--- config.mk ---
export PLATFORM = sky130hd
export DESIGN_NAME = drv_bringup
export DESIGN_NICKNAME = d
export VERILOG_FILES = /design/src/rtl/drv_pkg.sv /design/src/rtl/drv_ms_timer.sv /design/src/rtl/drv_step_table.sv /design/src/rtl/drv_req_port.sv /design/src/rtl/drv_pin_stage.sv /design/src/rtl/drv_bringup.sv
export SDC_FILE = /design/constraint.sdc
export NUM_CORES = 1
export LEC_CHECK = 0
export BUFFER_PORTS_ARGS = -buffer_cell sky130_fd_sc_hd__buf_2
export CORE_MARGIN = 2
export CORE_UTILIZATION = 55
export DETAILED_ROUTE_END_ITERATION = 10
export PLACE_DENSITY = 0.75
export REMOVE_ABC_BUFFERS = 1
export SETUP_SLACK_MARGIN = 0.3
export SLEW_MARGIN = 0
export SYNTH_ARGS = -nofsm -noshare
export SYNTH_HDL_FRONTEND = slang
export SYNTH_HIERARCHICAL = 1
export SYNTH_SLANG_ARGS = --single-unit
--- constraint.sdc ---
create_clock -name clk -period 10.4 [get_ports clk]
set_input_delay 0 -clock clk [delete_from_list [all_inputs] [get_ports clk]]
set_output_delay 0 -clock clk [all_outputs]
set_load 0.03 [all_outputs]
--- src/rtl/drv_pkg.sv ---
package drv_pkg;

  typedef enum logic [2:0] {
    ST_IDLE,
    ST_RST_LOW,
    ST_RST_WAIT,
    ST_WAIT,
    ST_GAP,
    ST_RUN,
    ST_FAIL
  } seq_state_e;

  typedef struct packed {
    logic       wr;
    logic [6:0] addr;
    logic [7:0] data;
  } reg_req_t;

  localparam logic [6:0] ADDR_CFG       = 7'h01;
  localparam logic [6:0] ADDR_DIAG_BASE = 7'h04;
  localparam logic [6:0] ADDR_GSTAT     = 7'h07;
  localparam logic [6:0] ADDR_ID        = 7'h08;
  localparam int         DIAG_REGS      = 3;
  localparam logic [7:0] GSTAT_OUT_EN   = 8'h80;

endpackage

--- src/rtl/drv_ms_timer.sv ---
module drv_ms_timer #(
  parameter int CYCLES = 10
) (
  input  logic clk,
  input  logic rst,
  input  logic load,
  output logic zero
);
  localparam int W = (CYCLES > 1) ? $clog2(CYCLES) : 1;

  logic [W-1:0] cnt;

  always_ff @(posedge clk) begin
    if (rst)              cnt <= '0;
    else if (load)        cnt <= W'(CYCLES - 1);
    else if (cnt != '0)   cnt <= cnt - 1'b1;
  end

  assign zero = (cnt == '0);

endmodule

--- src/rtl/drv_step_table.sv ---
module drv_step_table
  import drv_pkg::*;
#(
  parameter int NUM_CH      = 4,
  parameter int DIAG_PASSES = 2,
  parameter int IDX_W       = 4
) (
  input  logic [IDX_W-1:0] idx,
  output reg_req_t         req,
  output logic             last
);
  localparam int         PASS_LEN   = 2 * DIAG_REGS;
  localparam int         NSTEPS     = 3 + PASS_LEN * DIAG_PASSES;
  localparam logic [7:0] CFG_DIRECT = 8'((1 << NUM_CH) - 1);

  always_comb begin
    int k;
    int slot;
    k    = int'(idx) - 2;
    slot = (k < 0) ? 0 : (k % PASS_LEN);
    req  = '0;
    last = 1'b0;
    if (idx == '0) begin
      req.wr   = 1'b0;
      req.addr = ADDR_ID;
    end else if (int'(idx) == 1) begin
      req.wr   = 1'b1;
      req.addr = ADDR_CFG;
      req.data = CFG_DIRECT;
    end else if (int'(idx) >= NSTEPS - 1) begin
      req.wr   = 1'b1;
      req.addr = ADDR_GSTAT;
      req.data = GSTAT_OUT_EN;
      last     = 1'b1;
    end else begin
      req.wr   = (slot >= DIAG_REGS);
      req.addr = ADDR_DIAG_BASE + 7'(slot % DIAG_REGS);
      req.data = 8'h00;
    end
  end

endmodule

--- src/rtl/drv_req_port.sv ---
module drv_req_port
  import drv_pkg::*;
(
  input  logic       clk,
  input  logic       rst,
  input  logic       issue,
  input  reg_req_t   req_in,
  input  logic       rsp_valid,
  output logic       req_valid,
  output logic       req_write,
  output logic [6:0] req_addr,
  output logic [7:0] req_wdata,
  output logic       accepted
);
  always_ff @(posedge clk) begin
    if (rst) begin
      req_valid <= 1'b0;
      req_write <= 1'b0;
      req_addr  <= '0;
      req_wdata <= '0;
    end else if (issue) begin
      req_valid <= 1'b1;
      req_write <= req_in.wr;
      req_addr  <= req_in.addr;
      req_wdata <= req_in.data;
    end else if (req_valid && rsp_valid) begin
      req_valid <= 1'b0;
    end
  end

  assign accepted = req_valid && rsp_valid;


  req_hold_chk: assert property (@(posedge clk) disable iff (rst)
    (req_valid && !rsp_valid) |=> (req_valid && $stable(req_addr) &&
                                   $stable(req_wdata) && $stable(req_write)));


  req_gap_chk: assert property (@(posedge clk) disable iff (rst)
    (req_valid && rsp_valid) |=> !req_valid);

endmodule

--- src/rtl/drv_pin_stage.sv ---
module drv_pin_stage #(
  parameter int NUM_CH = 4
) (
  input  logic              clk,
  input  logic              rst,
  input  logic              pass_en,
  input  logic [NUM_CH-1:0] ch_on,
  output logic [NUM_CH-1:0] dd_n
);
  for (genvar i = 0; i < NUM_CH; i++) begin : g_ch
    always_ff @(posedge clk) begin
      if (rst) dd_n[i] <= 1'b1;
      else     dd_n[i] <= pass_en ? ~ch_on[i] : 1'b1;
    end
  end


  pins_off_chk: assert property (@(posedge clk) disable iff (rst)
    (!pass_en && !$past(pass_en)) |=> (&dd_n));


  pins_follow_chk: assert property (@(posedge clk) disable iff (rst)
    pass_en |=> (dd_n == ~$past(ch_on)));

endmodule

--- src/rtl/drv_bringup.sv ---
module drv_bringup
  import drv_pkg::*;
#(
  parameter int         CLK_HZ      = 200_000_000,
  parameter int         NUM_CH      = 4,
  parameter int         DIAG_PASSES = 2,
  parameter logic [7:0] ID_CODE     = 8'hB1
) (
  input  logic              clk,
  input  logic              rst,
  input  logic              start,
  input  logic [NUM_CH-1:0] ch_on,
  output logic              req_valid,
  output logic              req_write,
  output logic [6:0]        req_addr,
  output logic [7:0]        req_wdata,
  input  logic              rsp_valid,
  input  logic [15:0]       rsp_data,
  output logic              drv_reset_n,
  output logic              drv_hw_en,
  output logic [NUM_CH-1:0] drv_dd_n,
  output logic              init_done,
  output logic              init_error
);
  localparam int MS_CYCLES = (CLK_HZ / 1000 > 0) ? (CLK_HZ / 1000) : 1;
  localparam int NSTEPS    = 3 + 2 * DIAG_REGS * DIAG_PASSES;
  localparam int IDX_W     = $clog2(NSTEPS);

  seq_state_e       st;
  logic [IDX_W-1:0] idx;
  logic             rst_n_q, hwen_q, done_q, err_q;
  logic             tmr_zero, tmr_load;
  logic             go, issue, accepted, last_step, id_ok;
  reg_req_t         step_req;
  logic             unused_rsp_hi;

  assign unused_rsp_hi = ^rsp_data[15:8];
  assign id_ok         = (rsp_data[7:0] == ID_CODE);
  assign go            = start && (st == ST_IDLE || st == ST_RUN || st == ST_FAIL);
  assign tmr_load      = go || (st == ST_RST_LOW && tmr_zero);
  assign issue         = (st == ST_RST_WAIT && tmr_zero) || (st == ST_GAP);

  drv_ms_timer #(.CYCLES(MS_CYCLES)) u_timer (
    .clk  (clk),
    .rst  (rst),
    .load (tmr_load),
    .zero (tmr_zero)
  );

  drv_step_table #(
    .NUM_CH      (NUM_CH),
    .DIAG_PASSES (DIAG_PASSES),
    .IDX_W       (IDX_W)
  ) u_table (
    .idx  (idx),
    .req  (step_req),
    .last (last_step)
  );

  drv_req_port u_port (
    .clk       (clk),
    .rst       (rst),
    .issue     (issue),
    .req_in    (step_req),
    .rsp_valid (rsp_valid),
    .req_valid (req_valid),
    .req_write (req_write),
    .req_addr  (req_addr),
    .req_wdata (req_wdata),
    .accepted  (accepted)
  );

  drv_pin_stage #(.NUM_CH(NUM_CH)) u_pins (
    .clk     (clk),
    .rst     (rst),
    .pass_en (done_q),
    .ch_on   (ch_on),
    .dd_n    (drv_dd_n)
  );

  always_ff @(posedge clk) begin
    if (rst) begin
      st      <= ST_IDLE;
      idx     <= '0;
      rst_n_q <= 1'b1;
      hwen_q  <= 1'b0;
      done_q  <= 1'b0;
      err_q   <= 1'b0;
    end else if (go) begin
      st      <= ST_RST_LOW;
      idx     <= '0;
      rst_n_q <= 1'b0;
      hwen_q  <= 1'b0;
      done_q  <= 1'b0;
      err_q   <= 1'b0;
    end else begin
      unique case (st)
        ST_RST_LOW: begin
          if (tmr_zero) begin
            st      <= ST_RST_WAIT;
            rst_n_q <= 1'b1;
          end
        end
        ST_RST_WAIT: begin
          if (tmr_zero) st <= ST_WAIT;
        end
        ST_GAP: st <= ST_WAIT;
        ST_WAIT: begin
          if (accepted) begin
            if (idx == '0 && !id_ok) begin
              st    <= ST_FAIL;
              err_q <= 1'b1;
            end else if (last_step) begin
              st     <= ST_RUN;
              done_q <= 1'b1;
              hwen_q <= 1'b1;
            end else begin
              idx <= idx + 1'b1;
              st  <= ST_GAP;
            end
          end
        end
        default: ;
      endcase
    end
  end

  assign drv_reset_n = rst_n_q;
  assign drv_hw_en   = hwen_q;
  assign init_done   = done_q;
  assign init_error  = err_q;


  done_err_excl_chk: assert property (@(posedge clk) disable iff (rst)
    !(init_done && init_error));


  hwen_needs_done_chk: assert property (@(posedge clk) disable iff (rst)
    drv_hw_en |-> init_done);


  no_access_in_reset_chk: assert property (@(posedge clk) disable iff (rst)
    !drv_reset_n |-> !req_valid);


  busy_start_ignored_chk: assert property (@(posedge clk) disable iff (rst)
    (start && req_valid) |=> drv_reset_n);


  fail_quiet_chk: assert property (@(posedge clk) disable iff (rst)
    init_error |-> (!req_valid && !drv_hw_en));

endmodule

==> metrics.cfg <==
[drt]
firstDrtPassIters = 5
drt_iter0_drc = 238
drt-total-wl_mm = 10.12
drc = 0
detail_route.vias_per_cell = 6.173
detailroute.via_count = 4111
wl_per_cell_um = 15.20
ant_nets = 0

[floorplan]
die-height_um = 92.95
core_mm2 = 0.007687
dieWidth_um = 92.95
pin_count = 49
die_area_mm2 = 0.008640
start_util_pct = 56.61
core.rowCount = 32

[global_route]
antenna_found_initial = 0
grt_pass1_wl_mm = 17.24
grt-ovfl-total = 0
grt_start_max_net_pins = 38
track_usage_pct = 23.58
grt_pass1_vias = 3868

[layout]
layout_common_cells = nor2_1 (55), dfxtp_1 (47), buf_2 (40), a21oi_1 (38), nand2_1 (30)
postLayoutCellArea_mm2 = 0.004756
drive_gt1_share_pct = 19.86
fill_cells = 706
layout.cells.non_filler = 666
n_antenna_cell = 0
area_growth_pct = 9.287
num-nets-final = 605
postLayoutCoreUtil_pct = 61.87
mostFrequentLayoutCell = nor2_1

[placement]
dpl_worst_slack_ns = 0.4943
dpl.cell_count = 650
dpl_cell_area_mm2 = 0.004522
place.gp.congestion = 0.9357
io_buffers = 40
hpwl_mm = 7.332

[logic_synthesis]
syn_inst = 531
netlist_area_mm2 = 0.004352
ys_types = 97
synth_top_cells_by_area = dfxtp_1 (23%), ha_1 (5.2%), nor2_1 (4.8%)
synth_top_area_cell = dfxtp_1
yosysSeqAreaShare_pct = 22.54
ys_ff_latch = 49
avgSynthCellArea_um2 = 8.195
synth_top_area_share_pct = 22.54
synth_edf_count = 0
ys_warn_count = 6
synth_ff_type = dfxtp_1
ys_async_sr_fraction_pct = 0

[critical_path]
cpMostUsedCell = ha_1
crit_buf_inv = 4
cp.arrival_ns = 9.47
critical_path.top_delay_family = compound AO/OA/AOI/OAI gates
crit_required_ns = 10.63
cp_max_fo = 10
start_kind = register
critPathMaxStageDelay_ns = 0.43
worst_setup_path_end_kind = register
path_class = register to register
worst_path_max_delay_cell = dfxtp_2

[run_status]
run_status = finished, final reports clean

[power_and_ir_drop]
vdd_drop_max_v = 0.00008360
p_leak_nw = 1.866
powerDensity_mw_per_mm2 = 75.28

[sta]
fin_tns_setup_ns = 0
fmax_mhz = 108.2
worstMarginPinSlew_ns = 1.009
setup_viol = 0
layout_setup_ws_ns = 1.156
rsz0062_at_grt = false
slew_violations = 0
period_share_pct = 88.88
maxSlewHeadroom_pct = 32.10
finalClockSkew_ns = 0.008521
hold_violations = 0
period_needed_ns = 9.244

[clocking]
cts_buffers = 5
clk_root_buffer_cell = clkbuf_8
tritoncts = yes
cts_sinks = 49
clockBufferDepth = 2
path_clk_slew_ns = 0.09
htreeDepth = 2
clk_latency_ns = 0.30

[min_path]
hold_path.class = primary input to register

[run]
cap_violations = 0

[cells by family after synthesis]
family	share of synthesized area, %
AOI/OAI and AO/OA	26.17
xor gates and xnor gates	6.757
adders and majority gates	5.434
buffers and inverters	6.699
DFF	22.54
muxes	6.872
other	0.08617
and+or+nand+nor	25.45
[registers in the layout, indices dropped and copies added, names as in the netlist]
register and count:
drv_reset_n 1, idx 4, init_done 1, init_error 1, st 3, u_pins/dd_n 4
u_port/req_addr 7, u_port/req_valid 1, u_port/req_wdata 8, u_port/req_write 1, u_timer/cnt 18
[routing by layer]
layer / wire [um] / track usage [%]
met3: 311 / 2.360
met1: 4583 / 30.11
met5: 0 / 0
met2: 5070 / 42.15
met4: 155 / 6.373
[worst register-to-register path: cells and delay by family (launching register included)]
family                     cells  cell delay (ns)
muxes                          3             0.59
adders and majority gates      7             1.83
buffers and inverters          4             0.42
AOI/OAI and AO/OA             15             2.81
xor gates and xnor gates       2             0.49
and+or+nand+nor               14             2.59
DFF                            1             0.43
[final cells by class]
type	count	area (um^2)	share of cell area, %
Multi-Input combinational cell	430	3164	66.54
Sequential cell	49	983.4	20.68
Timing Repair Buffer	52	302.8	6.367
Tap cell	102	127.6	2.683
Inverter	25	93.84	1.973
Clock buffer	7	76.32	1.605
Clock inverter	1	7.507	0.1579
[final timing paths]
kind / start / end / slack, ns / depth (start not counted)
setup / recovery: idx[2]$_SDFFE_PP0P_ / u_port/req_addr[6]$_SDFFE_PP0P_ / 1.16 / 45
hold / removal: start / drv_reset_n$_SDFFE_PP1P_ / 0.11 / 3
setup reg to reg: idx[2]$_SDFFE_PP0P_ / u_port/req_addr[6]$_SDFFE_PP0P_ / 1.16 / 45
hold reg to reg: init_error$_SDFFE_PP0P_ / init_error$_SDFFE_PP0P_ / 0.47 / 1
[cell usage after synthesis, types with 5 or more instances]
| cell | instances |
|---|---|
| o21ai_0 | 18 |
| clkbuf_1 | 6 |
| nand2_1 | 30 |
| xor2_1 | 7 |
| nand3_1 | 16 |
| a21o_1 | 5 |
| nand2b_1 | 6 |
| o21a_1 | 6 |
| mux2i_1 | 20 |
| a211o_1 | 7 |
| buf_2 | 7 |
| a21oi_1 | 38 |
| nor2_1 | 56 |
| nor2b_1 | 6 |
| xnor2_1 | 21 |
| o211ai_1 | 6 |
| a31oi_1 | 6 |
| ha_1 | 18 |
| or3_1 | 11 |
| nor3_1 | 22 |
| mux2_2 | 5 |
| inv_1 | 21 |
| dfxtp_1 | 49 |
| buf_4 | 9 |
| and2_1 | 5 |
| nor4_1 | 7 |
| o31ai_1 | 7 |
| nand3b_1 | 7 |
[timing repair]
item | CTS | global route
setup endpoints to repair | 0 | 5
hold buffers | 5 | 0
setup buffers | 0 | 3
resized for setup | 0 | 14
endpoints found under the hold margin | 5 | 0
[per-stage QoR]
stage,hold slack (ns),power (mW)
after floorplan,0.06907,0.2378
after global placement,0.1932,0.2498
after detailed placement,0.1977,0.2516
after CTS,0.1015,0.3608
after global routing,0.1281,0.3740
final,0.1062,0.3580
[power breakdown]
group	leakage (nW)	switching, mW	internal (mW)
Combinational	1.43	0.0271	0.0212
Sequential	0.400	0.00748	0.194
Clock	0.0385	0.0606	0.0477
(Power assumes the default switching activity.)
